## src/rtl/alu_dec_pkg.sv

```systemverilog
package alu_dec_pkg;

   // Class of the word presented on a cycle, after priority sorting.
   typedef enum logic [1:0] {
      CLS_IDLE  = 2'd0,
      CLS_MOVE  = 2'd1,
      CLS_ALU   = 2'd2,
      CLS_OTHER = 2'd3
   } instr_class_e;

   // Number of load enables for a destination select of the given width.
   function automatic int unsigned dest_count(input int unsigned sel_w);
      return 32'd1 << sel_w;
   endfunction

endpackage

```

## src/rtl/alu_dec_classify.sv

```systemverilog
module alu_dec_classify
   import alu_dec_pkg::*;
#(
   parameter int unsigned INSTR_W    = 16,
   parameter int unsigned CLASS_W    = 4,
   parameter int unsigned FUNC_W     = 4,
   parameter int unsigned MOVE_CLASS = 0,
   parameter int unsigned ALU_CLASS  = 1
) (
   input  logic               valid,
   input  logic [INSTR_W-1:0] word,
   output instr_class_e       cls,
   output logic [FUNC_W-1:0]  func
);

   localparam int unsigned CLASS_LSB = INSTR_W - CLASS_W;
   localparam int unsigned FUNC_LSB  = CLASS_LSB - FUNC_W;

   if (CLASS_W + FUNC_W > INSTR_W) begin : g_bad_fields
      $error("class and function fields exceed the instruction width");
   end
   if (MOVE_CLASS == ALU_CLASS) begin : g_bad_codes
      $error("move and ALU class codes must differ");
   end
   if (ALU_CLASS >= (1 << CLASS_W) || MOVE_CLASS >= (1 << CLASS_W)) begin : g_bad_range
      $error("class code does not fit the class field");
   end

   logic [CLASS_W-1:0] class_field;

   assign class_field = word[INSTR_W-1:CLASS_LSB];
   assign func        = word[FUNC_LSB +: FUNC_W];

   // Move is tested ahead of the ALU class.
   always_comb begin
      if (!valid) begin
         cls = CLS_IDLE;
      end else if (class_field == CLASS_W'(MOVE_CLASS)) begin
         cls = CLS_MOVE;
      end else if (class_field == CLASS_W'(ALU_CLASS)) begin
         cls = CLS_ALU;
      end else begin
         cls = CLS_OTHER;
      end
   end

endmodule

```

## src/rtl/alu_dec_next.sv

```systemverilog
module alu_dec_next
   import alu_dec_pkg::*;
#(
   parameter int unsigned FUNC_W      = 4,
   parameter int unsigned DEST_W      = 4,
   parameter int unsigned RESULT_DEST = 11
) (
   input  instr_class_e      cls,
   input  logic [FUNC_W-1:0] func,
   output logic [FUNC_W-1:0] op_nxt,
   output logic [DEST_W-1:0] dest_nxt,
   output logic              issue_nxt
);

   if (RESULT_DEST >= (1 << DEST_W) || RESULT_DEST == 0) begin : g_bad_dest
      $error("result destination code must be nonzero and fit the select width");
   end

   // Next values start idle; only an ALU word overrides them.
   always_comb begin
      op_nxt    = '0;
      dest_nxt  = '0;
      issue_nxt = 1'b0;
      if (cls == CLS_ALU) begin
         op_nxt    = func;
         dest_nxt  = DEST_W'(RESULT_DEST);
         issue_nxt = 1'b1;
      end
   end

endmodule

```

## src/rtl/alu_dec_state.sv

```systemverilog
module alu_dec_state #(
   parameter int unsigned FUNC_W = 4,
   parameter int unsigned DEST_W = 4
) (
   input  logic              clk,
   input  logic              rst,
   input  logic [FUNC_W-1:0] op_nxt,
   input  logic [DEST_W-1:0] dest_nxt,
   input  logic              issue_nxt,
   output logic [FUNC_W-1:0] op_q,
   output logic [DEST_W-1:0] dest_q,
   output logic              issue_q
);

   always_ff @(posedge clk) begin
      if (rst) begin
         op_q    <= '0;
         dest_q  <= '0;
         issue_q <= 1'b0;
      end else begin
         op_q    <= op_nxt;
         dest_q  <= dest_nxt;
         issue_q <= issue_nxt;
      end
   end

endmodule

```

## src/rtl/alu_dec_onehot.sv

```systemverilog
module alu_dec_onehot
   import alu_dec_pkg::*;
#(
   parameter int unsigned DEST_W    = 4,
   parameter bit          USE_SHIFT = 1'b0
) (
   input  logic                              enable,
   input  logic [DEST_W-1:0]                 sel,
   output logic [dest_count(DEST_W)-1:0]     load
);

   localparam int unsigned N_DEST = dest_count(DEST_W);

   if (DEST_W < 1 || DEST_W > 8) begin : g_bad_width
      $error("destination select width out of supported range");
   end

   if (USE_SHIFT) begin : g_shift
      assign load = enable ? (N_DEST'(1) << sel) : '0;
   end else begin : g_compare
      for (genvar i = 0; i < N_DEST; i++) begin : g_bit
         assign load[i] = enable && (sel == DEST_W'(i));
      end
   end

endmodule

```

## src/rtl/alu_instr_decoder.sv

```systemverilog
module alu_instr_decoder
   import alu_dec_pkg::*;
#(
   parameter int unsigned INSTR_W     = 16,
   parameter int unsigned CLASS_W     = 4,
   parameter int unsigned FUNC_W      = 4,
   parameter int unsigned DEST_W      = 4,
   parameter int unsigned MOVE_CLASS  = 0,
   parameter int unsigned ALU_CLASS   = 1,
   parameter int unsigned RESULT_DEST = 11,
   parameter bit          USE_SHIFT   = 1'b0
) (
   input  logic                          clk,
   input  logic                          rst,
   input  logic                          instr_valid,
   input  logic [INSTR_W-1:0]            instr,
   output logic [FUNC_W-1:0]             op_code,
   output logic [DEST_W-1:0]             dest_sel,
   output logic [dest_count(DEST_W)-1:0] dest_load
);

   localparam int unsigned CLASS_LSB = INSTR_W - CLASS_W;
   localparam int unsigned FUNC_LSB  = CLASS_LSB - FUNC_W;

   instr_class_e      cls;
   logic [FUNC_W-1:0] func;
   logic [FUNC_W-1:0] op_nxt;
   logic [DEST_W-1:0] dest_nxt;
   logic              issue_nxt;
   logic              issue_q;

   alu_dec_classify #(
      .INSTR_W(INSTR_W), .CLASS_W(CLASS_W), .FUNC_W(FUNC_W),
      .MOVE_CLASS(MOVE_CLASS), .ALU_CLASS(ALU_CLASS)
   ) u_classify (
      .valid(instr_valid), .word(instr), .cls(cls), .func(func)
   );

   alu_dec_next #(
      .FUNC_W(FUNC_W), .DEST_W(DEST_W), .RESULT_DEST(RESULT_DEST)
   ) u_next (
      .cls(cls), .func(func), .op_nxt(op_nxt), .dest_nxt(dest_nxt),
      .issue_nxt(issue_nxt)
   );

   alu_dec_state #(
      .FUNC_W(FUNC_W), .DEST_W(DEST_W)
   ) u_state (
      .clk(clk), .rst(rst), .op_nxt(op_nxt), .dest_nxt(dest_nxt),
      .issue_nxt(issue_nxt), .op_q(op_code), .dest_q(dest_sel),
      .issue_q(issue_q)
   );

   alu_dec_onehot #(
      .DEST_W(DEST_W), .USE_SHIFT(USE_SHIFT)
   ) u_onehot (
      .enable(issue_q), .sel(dest_sel), .load(dest_load)
   );

   // ---------------- assertions ----------------
   logic alu_word;
   assign alu_word = instr_valid &&
                     (instr[INSTR_W-1:CLASS_LSB] == CLASS_W'(ALU_CLASS));

   assert_reset_idle_R1: assert property (@(posedge clk)
      rst |=> (op_code == '0 && dest_sel == '0 && dest_load == '0));

   assert_func_forward_R2: assert property (@(posedge clk) disable iff (rst)
      alu_word |=> (op_code == $past(instr[FUNC_LSB +: FUNC_W])));

   assert_result_dest_R3: assert property (@(posedge clk) disable iff (rst)
      alu_word |=> (dest_sel == DEST_W'(RESULT_DEST)));

   assert_load_onehot_R4: assert property (@(posedge clk) disable iff (rst)
      $onehot0(dest_load));

   assert_load_after_alu_R4: assert property (@(posedge clk) disable iff (rst)
      alu_word |=> (dest_load[RESULT_DEST] && $countones(dest_load) == 1));

   assert_other_idle_R7: assert property (@(posedge clk) disable iff (rst)
      (instr_valid && !alu_word) |=>
         (op_code == '0 && dest_sel == '0 && dest_load == '0));

   assert_invalid_idle_R8: assert property (@(posedge clk) disable iff (rst)
      !instr_valid |=> (op_code == '0 && dest_sel == '0 && dest_load == '0));

endmodule

```

## config.mk

```make
export PLATFORM = sky130hd
export DESIGN_NAME = alu_instr_decoder
export DESIGN_NICKNAME = d
export VERILOG_FILES = /design/src/rtl/alu_dec_pkg.sv /design/src/rtl/alu_dec_classify.sv /design/src/rtl/alu_dec_next.sv /design/src/rtl/alu_dec_state.sv /design/src/rtl/alu_dec_onehot.sv /design/src/rtl/alu_instr_decoder.sv
export SDC_FILE = /design/constraint.sdc
export NUM_CORES = 1
export LEC_CHECK = 0
export BUFFER_PORTS_ARGS = -buffer_cell sky130_fd_sc_hd__buf_2
export CORE_AREA = 2 2 39 41
export DETAILED_ROUTE_END_ITERATION = 12
export DIE_AREA = 0 0 41 43
export PLACE_DENSITY = 0.69
export SYNTH_ARGS = -nofsm -noshare
export SYNTH_HDL_FRONTEND = slang
export SYNTH_SLANG_ARGS = --single-unit
```

## constraint.sdc

```tcl
create_clock -name clk -period 0.9 [get_ports clk]
set_clock_uncertainty 0.1 [all_clocks]
set_input_delay 0.045 -clock clk [delete_from_list [all_inputs] [get_ports clk]]
set_output_delay 0.045 -clock clk [all_outputs]
set_load 0.01 [all_outputs]
```

=== Yosys cells after proc, flatten, opt, wreduce, memory -nomap -nowiden ===
Cells that the tools add are included.
Widths: inputs -> output; s select.

* Flip-flop bits (word level): 9
* Latch bits: 0
* Memory bits (writable): 0
* ROM bits: 0
* Output and inout bits: 24
* Logic and storage cells: 45
* Memories kept: 0

* Add/sub/neg operators: 0
* $mul: 0
* Div/mod/pow operators: 0
* Order comparisons: 0
* Equality and inequality tests: 17
* Shift-type cells: 0
* Multiplexer cells: 5
* Bitwise gates (word level): 1
* Reductions and logical operators: 19

{| class="wikitable"
|+ Operator list
! operator !! count
|-
| $eq 4x4->1 const B || 8
|-
| $eq 4x3->1 const B || 4
|-
| $logic_and 1x1->1 || 16
|-
| $eq 4x1->1 const B || 2
|-
| $eq 4x2->1 const B || 2
|-
| $logic_not 4->1 || 2
|-
| $mux 2 || 2
|-
| $mux 4 || 1
|-
| $eq 2x2->1 const B || 1
|-
| $mux 1 || 2
|-
| $reduce_or 2->1 || 1
|-
| $not 1->1 || 1
|}

=== Longest topological paths before layout ===
* Depth in word-level cells: 7
* Depth in mapped cells: 2
* Depth with buffers taken out: 2

=== Cells and area by module ===
A second synthesis with hierarchy kept.

* Cells, all modules: 58
* Area, all modules: 483.0 um2

{| class="wikitable"
|+ By module, submodules not included
! module !! instances !! cells each !! area an instance (um2) !! sequential area each (um2)
|-
| alu_dec_state || 1 || 18 || 236.5 || 180.2
|-
| alu_dec_onehot || 1 || 23 || 117.6 || 0.0
|-
| alu_dec_next || 1 || 10 || 75.1 || 0.0
|-
| alu_dec_classify || 1 || 7 || 53.8 || 0.0
|}

=== Worst setup path after synthesis ===
No wires, ideal clock.

* Kind: input-to-reg
* Start point: input instr[13]
* End point: register u_state.op_q[0]
* Library setup time: 0.096 ns
* Data arrival time: 0.479 ns
* Path slack: 0.225 ns
* Stages on the path: 2
* Path through: nand4bb_4 -> nor4b_1

* Cells in the longest elaborated chain, start to end: 7
* Elaborated cells on any way between the ends: 8
* Those cells by class: eq/ne: 2; mux: 3; bitwise: 1; reduce/logical: 2

{| class="wikitable"
|+ RTL lines
! what !! line !! RTL
|-
| start: declaration || alu_instr_decoder.sv:16 || <nowiki>input logic [INSTR_W-1:0] instr,</nowiki>
|-
| $eq 4x1->1 || alu_dec_classify.sv:40 || <nowiki>end else if (class_field == CLASS_W'(ALU_CLASS)) begin</nowiki>
|-
| $mux 1 || alu_dec_classify.sv:40 ||
|-
| $mux 2 * || alu_dec_classify.sv:38 || <nowiki>end else if (class_field == CLASS_W'(MOVE_CLASS)) begin</nowiki>
|-
| $mux 2 * || alu_dec_classify.sv:36 || <nowiki>if (!valid) begin</nowiki>
|-
| $eq 2x2->1 * || alu_dec_next.sv:24 || <nowiki>if (cls == CLS_ALU) begin</nowiki>
|-
| $not 1->1 (no line) * || n/a ||
|-
| $reduce_or 2->1 (no line) * || n/a ||
|-
| end signal: assignment || alu_dec_state.sv:21 || <nowiki>op_q <= op_nxt;</nowiki>
|-
| end: declaration || alu_dec_state.sv:10 || <nowiki>output logic [FUNC_W-1:0] op_q,</nowiki>
|}

Mark *: on every way between the ends. The rest lies on a longest branch, timed or not.
A chain may end at the register's enable or synchronous reset.

==> results.json <==
{
  "grt_max_degree": 6,
  "avgViaCountPerCell": 3.43,
  "tns_ps": 0,
  "clkPwrFrac": 0.463,
  "multi_input_area_um2": 128,
  "dieWidth_um": 41,
  "diodes": 0,
  "numClockSinks": 5,
  "seqPwrFrac": 0.405,
  "drcViolationCount": 0,
  "leakage_nw": 0.203,
  "crit_path_start": "u_state.dest_q[1]$_SDFF_PP0_",
  "drt_wl_total_um": 489,
  "hold_path.class": "in -> reg",
  "nets": 69,
  "violations": "negative hold slack",
  "drive_gt1_frac": 0.490,
  "final_common_cell": "buf_2",
  "n_fill_cell": 148,
  "rsz0062_at_grt": "no",
  "ys_types": 6,
  "clk_pin_slew_ps": 50,
  "path_class": "reg -> out",
  "wire_per_inst_um": 7.52,
  "mostFrequentLayoutCells": "buf_2, conb_1, nor4b_1, dfxtp_1, clkbuf_4",
  "htreeDepth": 1,
  "hold_start": "instr[14]",
  "ios": 43,
  "fmax_mhz": 1190,
  "cts_tree": "done",
  "antenna_left": 0,
  "cts_root_buf": "clkbuf_4",
  "rows": 14,
  "dr.first_iter.drc_count": 10,
  "antenna_found_initial": 0,
  "gp_congestion": 0.584,
  "critPathLaunchType": "flop",
  "status": "finished with violations",
  "regArea_um2": 101,
  "crit_arrival_ps": 690,
  "hold_slack_ps": -78.4,
  "hpwl_um": 411,
  "p_per_area_nw_per_um2": 1510,
  "io_buffers": 18,
  "die_h_um": 43,
  "min_period_ps": 840,
  "crit_required_ps": 750,
  "area_growth_pct": 14.0,
  "synth_area_um2": 322,
  "worst_path_max_delay_cell": "dfxtp_2",
  "critPathBufInv": 1,
  "placeableCoreArea_um2": 1380,
  "critPathTopFamily": "flip-flops",
  "grt_overflow_total": 0,
  "cts_buffers": 3,
  "path_cells": "buf_2",
  "gr-usage-all-layers": 0.0615,
  "netlist_instances": 32,
  "swShare": 0.259,
  "synth.avg_cell_area_um2": 10.0,
  "ys_warn_count": 0,
  "vias": 223,
  "start_util": 0.232,
  "cp-end-kind": "primary output",
  "grt_pass1_vias": 151,
  "path_max_fanout": 4,
  "maxSlewViolCount": 0,
  "crit_path_max_incr_delay_ps": 330,
  "grt_pass1_wl_um": 586,
  "cap_violations": 0,
  "ir_drop_v": 0.000333,
  "finalHoldViolCount": 5,
  "detail_route.first_pass.iterations": 4,
  "power_mw": 0.554,
  "pwr-share-comb": 0.132,
  "clockBufferDepth": 2,
  "fp.dieArea_um2": 1760,
  "power.net_switching_mw": 0.143,
  "synth_seq_cells": 5,
  "post-route-period-util": 0.933,
  "power.internal_mw": 0.411,
  "setup_viol": 0,
  "synth-seq-area-share": 0.311
}
==> final timing paths <==
kind,to,slack [ps],cells after the start
min,u_state.dest_q[1]$_SDFF_PP0_,-80,2
max,dest_sel[0],60,1
==> synthesized netlist by cell type, drive strengths merged <==
master,number,area [µm²]
nor4b,4,35.0
dfxtp,5,100
conb,1,3.75
nand4bb,1,27.5
buf,20,150
nor3,1,5.00
==> repair_timing <==
action                                 in CTS  in global routing
setup endpoints to repair                   0                  4
gates resized for setup                     0                  1
endpoints found under the hold margin       5                  5
setup buffers                               0                  0
==> cells by family after synthesis <==
| family | after synthesis | synth area share |
|---|---|---|
| flip-flops | 5 | 0.311 |
| buffers and inverters | 20 | 0.467 |
| AND/OR/NAND/NOR | 6 | 0.210 |
| other | 1 | 0.0117 |
==> registers in the layout (all words and copies together), names as in the netlist <==
register,cells
u_state.op_q,4
u_state.dest_q,1
==> routing by layer <==
layer,global-route usage,vias to the layer above,share of wire
met5,0,-,0
li1,-,103,-
met1,0.0684,93,0.37
met3,0.0471,0,0.20
met2,0.0500,27,0.43
met4,0.100,0,0
==> stage by stage <==
stage	hold slack, ps	instances	setup WS [ps]	utilization	area [µm²]
after detailed placement	175	61	5.16	0.244	338
final	-78.4	65	60.4	0.265	367
after CTS	-88.2	65	16.7	0.264	365
after floorplan	21.7	47	225	-	378
after global placement	178	61	-15.8	0.244	338
after global routing	-92.6	65	10.7	0.265	367
==> power groups by stage <==
stage / logic [mW] / clock network, mW / registers, mW
6_report: 0.0732 / 0.257 / 0.224
3_5_place_dp: 0.0715 / 0 / 0.228
2_1_floorplan: 0.0945 / 0 / 0.229
5_1_grt: 0.0796 / 0.290 / 0.224
3_3_place_gp: 0.0707 / 0 / 0.228
4_1_cts: 0.0718 / 0.270 / 0.224
==> cell type report <==
cell class                      instances  area share
Clock buffer                            3      0.0614
Sequential cell                         5       0.276
Multi-Input combinational cell         22       0.348
Timing Repair Buffer                   18       0.246
Clock inverter                          1      0.0137
Tap cell                               16      0.0546
No activity file was read; power rests on OpenSTA's default activity.
